[src/rtl/ts_pkt_sync.sv]
module ts_pkt_sync #(
  parameter logic [7:0] SYNC_BYTE = 8'h47,
  parameter int         SHORT_LEN = 188,
  parameter int         LONG_LEN  = 204
) (
  input  logic       clk,
  input  logic       rst_n,
  input  logic [7:0] in_data,
  input  logic       in_vld,
  input  logic       in_pol,
  input  logic       in_ok,
  output logic [7:0] out_data,
  output logic [7:0] out_stat
);
  localparam int CW = $clog2(LONG_LEN + 1);
  localparam logic [CW-1:0] S_LEN = CW'(SHORT_LEN);
  localparam logic [CW-1:0] L_LEN = CW'(LONG_LEN);
  localparam logic [CW-1:0] ONE   = CW'(1);
  localparam logic [1:0] LK_NONE  = 2'b00;
  localparam logic [1:0] LK_LONG  = 2'b01;
  localparam logic [1:0] LK_SHORT = 2'b11;

  logic [CW-1:0] cnt, cnt_n;
  logic          have, have_n;
  logic [1:0]    lock, lock_n;
  logic          sop, eop, err;

  wire           is_sync = (in_data == SYNC_BYTE);
  wire [CW-1:0]  cur_len = (lock == LK_SHORT) ? S_LEN : L_LEN;

  always_comb begin
    cnt_n  = cnt;
    have_n = have;
    lock_n = lock;
    sop    = 1'b0;
    eop    = 1'b0;
    err    = 1'b0;
    if (in_vld) begin
      if (lock != LK_NONE) begin
        if (cnt == cur_len) begin
          if (is_sync) begin
            sop   = 1'b1;
            cnt_n = ONE;
          end else begin
            err    = 1'b1;
            lock_n = LK_NONE;
            have_n = 1'b0;
            cnt_n  = '0;
          end
        end else begin
          eop   = (cnt == cur_len - ONE);
          cnt_n = cnt + ONE;
        end
      end else if (have) begin
        if (cnt == S_LEN && is_sync) begin
          sop    = 1'b1;
          lock_n = LK_SHORT;
          cnt_n  = ONE;
        end else if (cnt == L_LEN) begin
          if (is_sync) begin
            sop    = 1'b1;
            lock_n = LK_LONG;
            cnt_n  = ONE;
          end else begin
            err    = 1'b1;
            have_n = 1'b0;
            cnt_n  = '0;
          end
        end else begin
          cnt_n = cnt + ONE;
        end
      end else if (is_sync) begin
        sop    = 1'b1;
        have_n = 1'b1;
        cnt_n  = ONE;
      end
    end
  end

  always_ff @(posedge clk) begin
    if (!rst_n) begin
      cnt      <= '0;
      have     <= 1'b0;
      lock     <= LK_NONE;
      out_data <= '0;
      out_stat <= '0;
    end else begin
      cnt      <= cnt_n;
      have     <= have_n;
      lock     <= lock_n;
      out_data <= in_data;
      out_stat <= {in_vld & in_ok, in_pol, lock_n, err, eop, sop, in_vld};
    end
  end
endmodule


[config.mk]
export PLATFORM = sky130hd
export DESIGN_NAME = ts_pkt_sync
export DESIGN_NICKNAME = d
export VERILOG_FILES = /design/src/rtl/ts_pkt_sync.sv
export SDC_FILE = /design/constraint.sdc
export NUM_CORES = 1
export LEC_CHECK = 0
export CORE_MARGIN = 1
export CORE_UTILIZATION = 50
export DETAILED_ROUTE_END_ITERATION = 6
export HOLD_SLACK_MARGIN = 0.1
export PLACE_DENSITY = 0.81
export SYNTH_ARGS = -nofsm -noshare
export SYNTH_HDL_FRONTEND = slang
export SYNTH_SLANG_ARGS = --single-unit
[constraint.sdc]
create_clock -name clk -period 3.5 [get_ports clk]
set_clock_uncertainty 0.15 [all_clocks]
set_input_delay 0.525 -clock clk [delete_from_list [all_inputs] [get_ports clk]]
set_output_delay 0.525 -clock clk [all_outputs]
set_load 0.03 [all_outputs]
==> results of run 1 <==
## power groups by stage
stage	combinational (mW)	sequential, mW	clock [mW]
after floorplan	0.0133	0.313	0
after global placement	0.0566	0.299	0
after detailed placement	0.0575	0.299	0
after CTS	0.0577	0.293	0.134
after global routing	0.0602	0.294	0.143
final	0.0573	0.293	0.128
## cells by family (layout without fill, tap and decap cells)
logic type	after synthesis	count (layout)	share of synthesized area
adder cells (fa/ha/maj)	2	2	0.01966
XOR/XNOR	4	4	0.02753
flip-flops	25	25	0.3933
AO/OA/AOI/OAI	27	27	0.1731
buffers and inverters	14	40	0.04916
AND/OR/NAND/NOR	60	60	0.3206
multiplexers	2	2	0.01672
## cells in the mapped netlist, drive strengths merged (2+ instances only)
master / n
o21ai: 4
ha: 2
a21boi: 3
and3: 5
o31a: 2
a31o: 2
nand4b: 3
nand4: 4
dfxtp: 25
nor4: 3
nor3b: 5
and2: 10
a21oi: 5
clkbuf: 4
xor2: 4
nand2: 11
o211a: 2
inv: 7
nand3: 5
nor2: 3
buf: 3
nor3: 3
## per-layer routing
metal  share of wire  track usage
met4          0.0099      0.06579
met3           0.059      0.06087
met5               0            0
met1            0.45       0.2804
met2            0.49       0.3776
## per-stage QoR
stage / instance area, um^2 / util / hold WS [ns]
global placement: 1559 / 0.6786 / 0.3445
global route: 1585 / 0.6901 / 0.4013
detailed placement: 1559 / 0.6786 / 0.3470
CTS: 1585 / 0.6901 / 0.3685
floorplan: 1272 / - / 0.3144
finish: 1585 / 0.6901 / 0.3718
## worst paths after layout
kind                    from  cells after the start      to  slack [ns]
setup / recovery  in_data[5]                      6  cnt[2]        1.05
hold / removal        cnt[1]                      2  cnt[1]        0.37
setup reg to reg      cnt[0]                      7    have        1.33
hold reg to reg       cnt[1]                      2  cnt[1]        0.37
## state kept, by name (all words and copies together) (netlist names)
register	count
cnt	8
out_data	8
have	1
out_stat	8
## worst min-delay path, cell delays in order, from the launching register on
cell      delay (ns)
dfxtp_1         0.37
nand2_1         0.07
a21boi_1        0.05
## area by class of cell
class / count / area [um^2] / area share
clock buffer: 4 / 26.28 / 0.01657
inverter: 7 / 26.28 / 0.01657
multi-input combinational: 95 / 709.4 / 0.4475
sequential: 25 / 500.5 / 0.3157
tap: 28 / 35.03 / 0.02210
timing repair buffer: 29 / 287.8 / 0.1815
==> out/qor.yml, run 1 <==
status: "completed"
synth_top_area_share: 0.3933
comb_power_share: 0.120
syn_area_um2: 1272
ys_ff_latch: 25
critPathLaunchType: "primary input"
grt_pass1_vias: 1027
io-pin-count: 29
worstPathRequired_ns: 3.57
layout_commonest_cell: "clkdlybuf4s50_1"
period_needed_ns: 2.447
max_stage_delay_ns: 0.62
p_int_mw: 0.3643
vias: 1126
critPathTopFamily: "simple AND/OR/NAND/NOR gates"
drt_iter0_markers: 31
cts_tree: "done"
place_congestion: 0.9017
die_y_um: 52.45
fill_cells: 202
layout_common_cells: "clkdlybuf4s50_1 (28), dfxtp_1 (25), nand2_1 (10), and2_1 (10), inv_1 (7)"
hold_viol: 0
hpwl_um: 2039
worstSkewPairLatency_ns: 0.32
slew-limit-headroom: 0.6516
grt_max_degree: 24
clockBufferDepth: 2
setup_viol_count_final: 0
crit_arrival_ns: 2.52
async_flop_share: 0
power.leakage_nw: 0.6269
synth_cells: 134
clock-root-buffer: "clkbuf_4"
antenna_found_initial: 0
grtUsageTotal: 0.2258
ys_seq_area_frac: 0.3933
worst_slack_ns: 1.053
clock-sinks: 25
powerDensity_nw_per_um2: 301.6
initial_utilization: 0.5539
finalPower_mw: 0.4781
die-area_um2: 2750
numCtsBuffers: 3
post_cts_buffers: 0
ys.flop_type: "dfxtp_1"
max_freq_mhz: 408.6
grt-ovfl-total: 0
maxCapViolations: 0
path_clk_slew_ns: 0.13
htree_num_levels: 1
critPathMaxFanout: 6
place_ws_ns: 0.7157
drt_pass1_iterations: 4
syn_to_final_growth_pct: 24.58
core_area_um2: 2297
p_sw_frac: 0.2380
p_seq_frac: 0.613
num_rows: 17
grt_pass1_wl_um: 4547
dp_cells: 184
worst_path_max_delay_cell: "or4b_4"
fin_crit_sh: 0.6993
clkPwrFrac: 0.268
syn_nets: 149
ys_warn_count: 0
hold_buffers: 0
post_cts_resized: 0
power.switching_mw: 0.1138
synthTopCellsByArea: "dfxtp_1 (39%), and2_1 (4.9%), nand2_1 (2.9%), xor2_1 (2.8%), and3_1 (2.5%)"
endpoint_kind: "register"
fp.dieW_um: 52.45
crit_buf_inv: 1
crit_chain: "clkdlybuf4s50_1, or4b_4, nor4_4, o31ai_2, and4bb_1, o31a_1"
synth_edf_count: 0
worst-setup-path-type: "primary input to register"
ant_nets: 0
drc: 0
drive_gt1_frac: 0.1000
io_buffers: 28
holdCritPathClass: "register to register"
vdd_ir_drop_max_uv: 304.2
diodes: 0
tightest_slew_ns: 0.5203
tns_ns: 0
yosysTopAreaCell: "dfxtp_1"
wl_per_cell_um: 14.97
synth.distinct_cells: 49
finalWirelength_um: 2815
final_cells: 188
via_per_inst: 5.989
num-nets-final: 176
synth_area_per_cell_um2: 9.496
rsz0062_at_grt: "no"
slew_viol_final: 0
Note: power is estimated with default switching activity, not from simulation.
==> run 2, diff against run 1 <==
Settings changed: CORE_UTILIZATION 50 to 49, PLACE_DENSITY 0.81 to 0.79.
Clock period 3.5 ns to 2.4 ns, I/O delays scaled along.
==> out/qor.yml, run 2 (synthesis gave the netlist of run 1 again) <==
num-nets-final: 183
path_clk_slew_ns: 0.12
r2r_start: "cnt[6]"
critPathMaxFanout: 5
critPathLaunchType: "primary input"
seqCellArea_um2: 500.5
grtUsageTotal: 0.2299
period_needed_ns: 2.226
powerDensity_nw_per_um2: 419.8
drive_gt1_frac: 0.1437
grt_max_degree: 15
syn_to_final_growth_pct: 29.01
diodes: 0
power.leakage_nw: 0.6634
grt_pass1_vias: 1058
via_per_inst: 5.690
p_sw_frac: 0.2301
worstPathRequired_ns: 2.45
comb_power_share: 0.125
clkPwrFrac: 0.255
cts_tree: "done"
place_congestion: 0.8752
hold_end: "cnt[1]"
post_cts_resized: 0
power.switching_mw: 0.1586
reg2reg_depth: 5
finalWirelength_um: 2706
die_y_um: 52.96
antenna_found_initial: 0
initial_utilization: 0.5183
fin_crit_sh: 0.9276
clock-root-buffer: "clkbuf_4"
fp.dieW_um: 52.96
die-area_um2: 2805
fin_area_um2: 1642
endpoint_kind: "register"
maxCapViolations: 0
drt_iter0_markers: 53
drc: 0
slew-limit-headroom: 0.6551
drt_pass1_iterations: 4
p_int_mw: 0.5306
p_seq_frac: 0.620
hpwl_um: 2119
tightest_slew_ns: 0.5152
num_rows: 18
hold_viol: 0
io_buffers: 28
htree_num_levels: 1
grt_pass1_wl_um: 4747
worstHoldPathCells: 2
clockBufferDepth: 2
crit_arrival_ns: 2.28
vdd_ir_drop_max_uv: 328.5
biggestRegsByFlops: "cnt (8), out_data (8), out_stat (8)"
worstSkewPairLatency_ns: 0.30
layout_commonest_cell: "clkdlybuf4s50_1"
hold_buffers: 0
core_area_um2: 2455
vias: 1121
fill_cells: 199
layout_common_cells: "clkdlybuf4s50_1 (28), dfxtp_1 (25), nand2_1 (10), and2_1 (10), buf_4 (8)"
r2r_slack_ns: 0.30
clock-sinks: 25
hold_start: "cnt[1]"
wl_per_cell_um: 13.74
holdCritPathClass: "register to register"
status: "completed"
timing.rr.end: "have"
place_ws_ns: -0.1802
rsz0062_at_grt: "no"
multi_input_area_um2: 709.4
slew_viol_final: 0
grt-ovfl-total: 0
setup_viol_count_final: 0
worst_slack_ns: 0.1738
worst-setup-path-type: "primary input to register"
max_freq_mhz: 449.2
dpl_cell_area_um2: 1614
io-pin-count: 29
numCtsBuffers: 3
ant_nets: 0
post_cts_buffers: 0
==> run 2: how the worst max path moves through the flow <==
stage | start | endpoint | slack [ns]
2_1_floorplan | in_data[5] | cnt[2] | 0.26
3_3_place_gp | in_data[5] | cnt[2] | -0.13
3_5_place_dp | in_data[5] | cnt[7] | -0.18
4_1_cts | in_data[5] | cnt[7] | 0.16
5_1_grt | in_data[5] | cnt[6] | 0.07
6_report | in_data[5] | cnt[7] | 0.17
==> run 2: worst max-delay path, stage by stage <==
cell and delay [ns]:
clkdlybuf4s50_1 0.41, or4b_4 0.59, nor4_4 0.31, o31ai_2 0.11, buf_4 0.16, a21oi_2 0.24
nor3b_1 0.09
==> run 2: stage by stage <==
step / instances / util / total power [mW] / hold WS (ns) / TNS [ns]
after detailed placement: 193 / 0.6575 / 0.5231 / 0.3685 / -0.9828
final: 197 / 0.6687 / 0.6892 / 0.3912 / 0
after floorplan: 134 / - / 0.4755 / 0.3144 / 0
after global placement: 193 / 0.6575 / 0.5215 / 0.3528 / -0.6890
after global routing: 197 / 0.6687 / 0.7224 / 0.4240 / 0
after CTS: 197 / 0.6687 / 0.7000 / 0.3852 / 0
==> run 2: final cells by class <==
cell class / instances / area share
clock buffers: 3 / 0.01372
clock inverters: 1 / 0.003049
inverters: 7 / 0.01601
multi-input cells: 95 / 0.4322
flip-flops and latches: 25 / 0.3049
well taps: 30 / 0.02287
repair buffers: 36 / 0.2073
==> run 2: power by group through the flow <==
stage	logic (mW)	clock network, mW	registers [mW]
2_1_floorplan	0.0194	0	0.456
3_3_place_gp	0.0854	0	0.436
3_5_place_dp	0.0866	0	0.437
4_1_cts	0.0867	0.186	0.427
5_1_grt	0.0916	0.203	0.428
6_report	0.0862	0.176	0.427
==> run 2: routing by layer <==
| metal | share of wire | up-vias | wire, um | global-route usage |
|---|---|---|---|---|
| li1 | - | 557 | - | - |
| met1 | 0.44 | 519 | 1199 | 0.2962 |
| met2 | 0.48 | 37 | 1298 | 0.3755 |
| met3 | 0.052 | 8 | 142 | 0.03161 |
| met4 | 0.024 | 0 | 66 | 0.1053 |
| met5 | 0 | - | 0 | 0 |
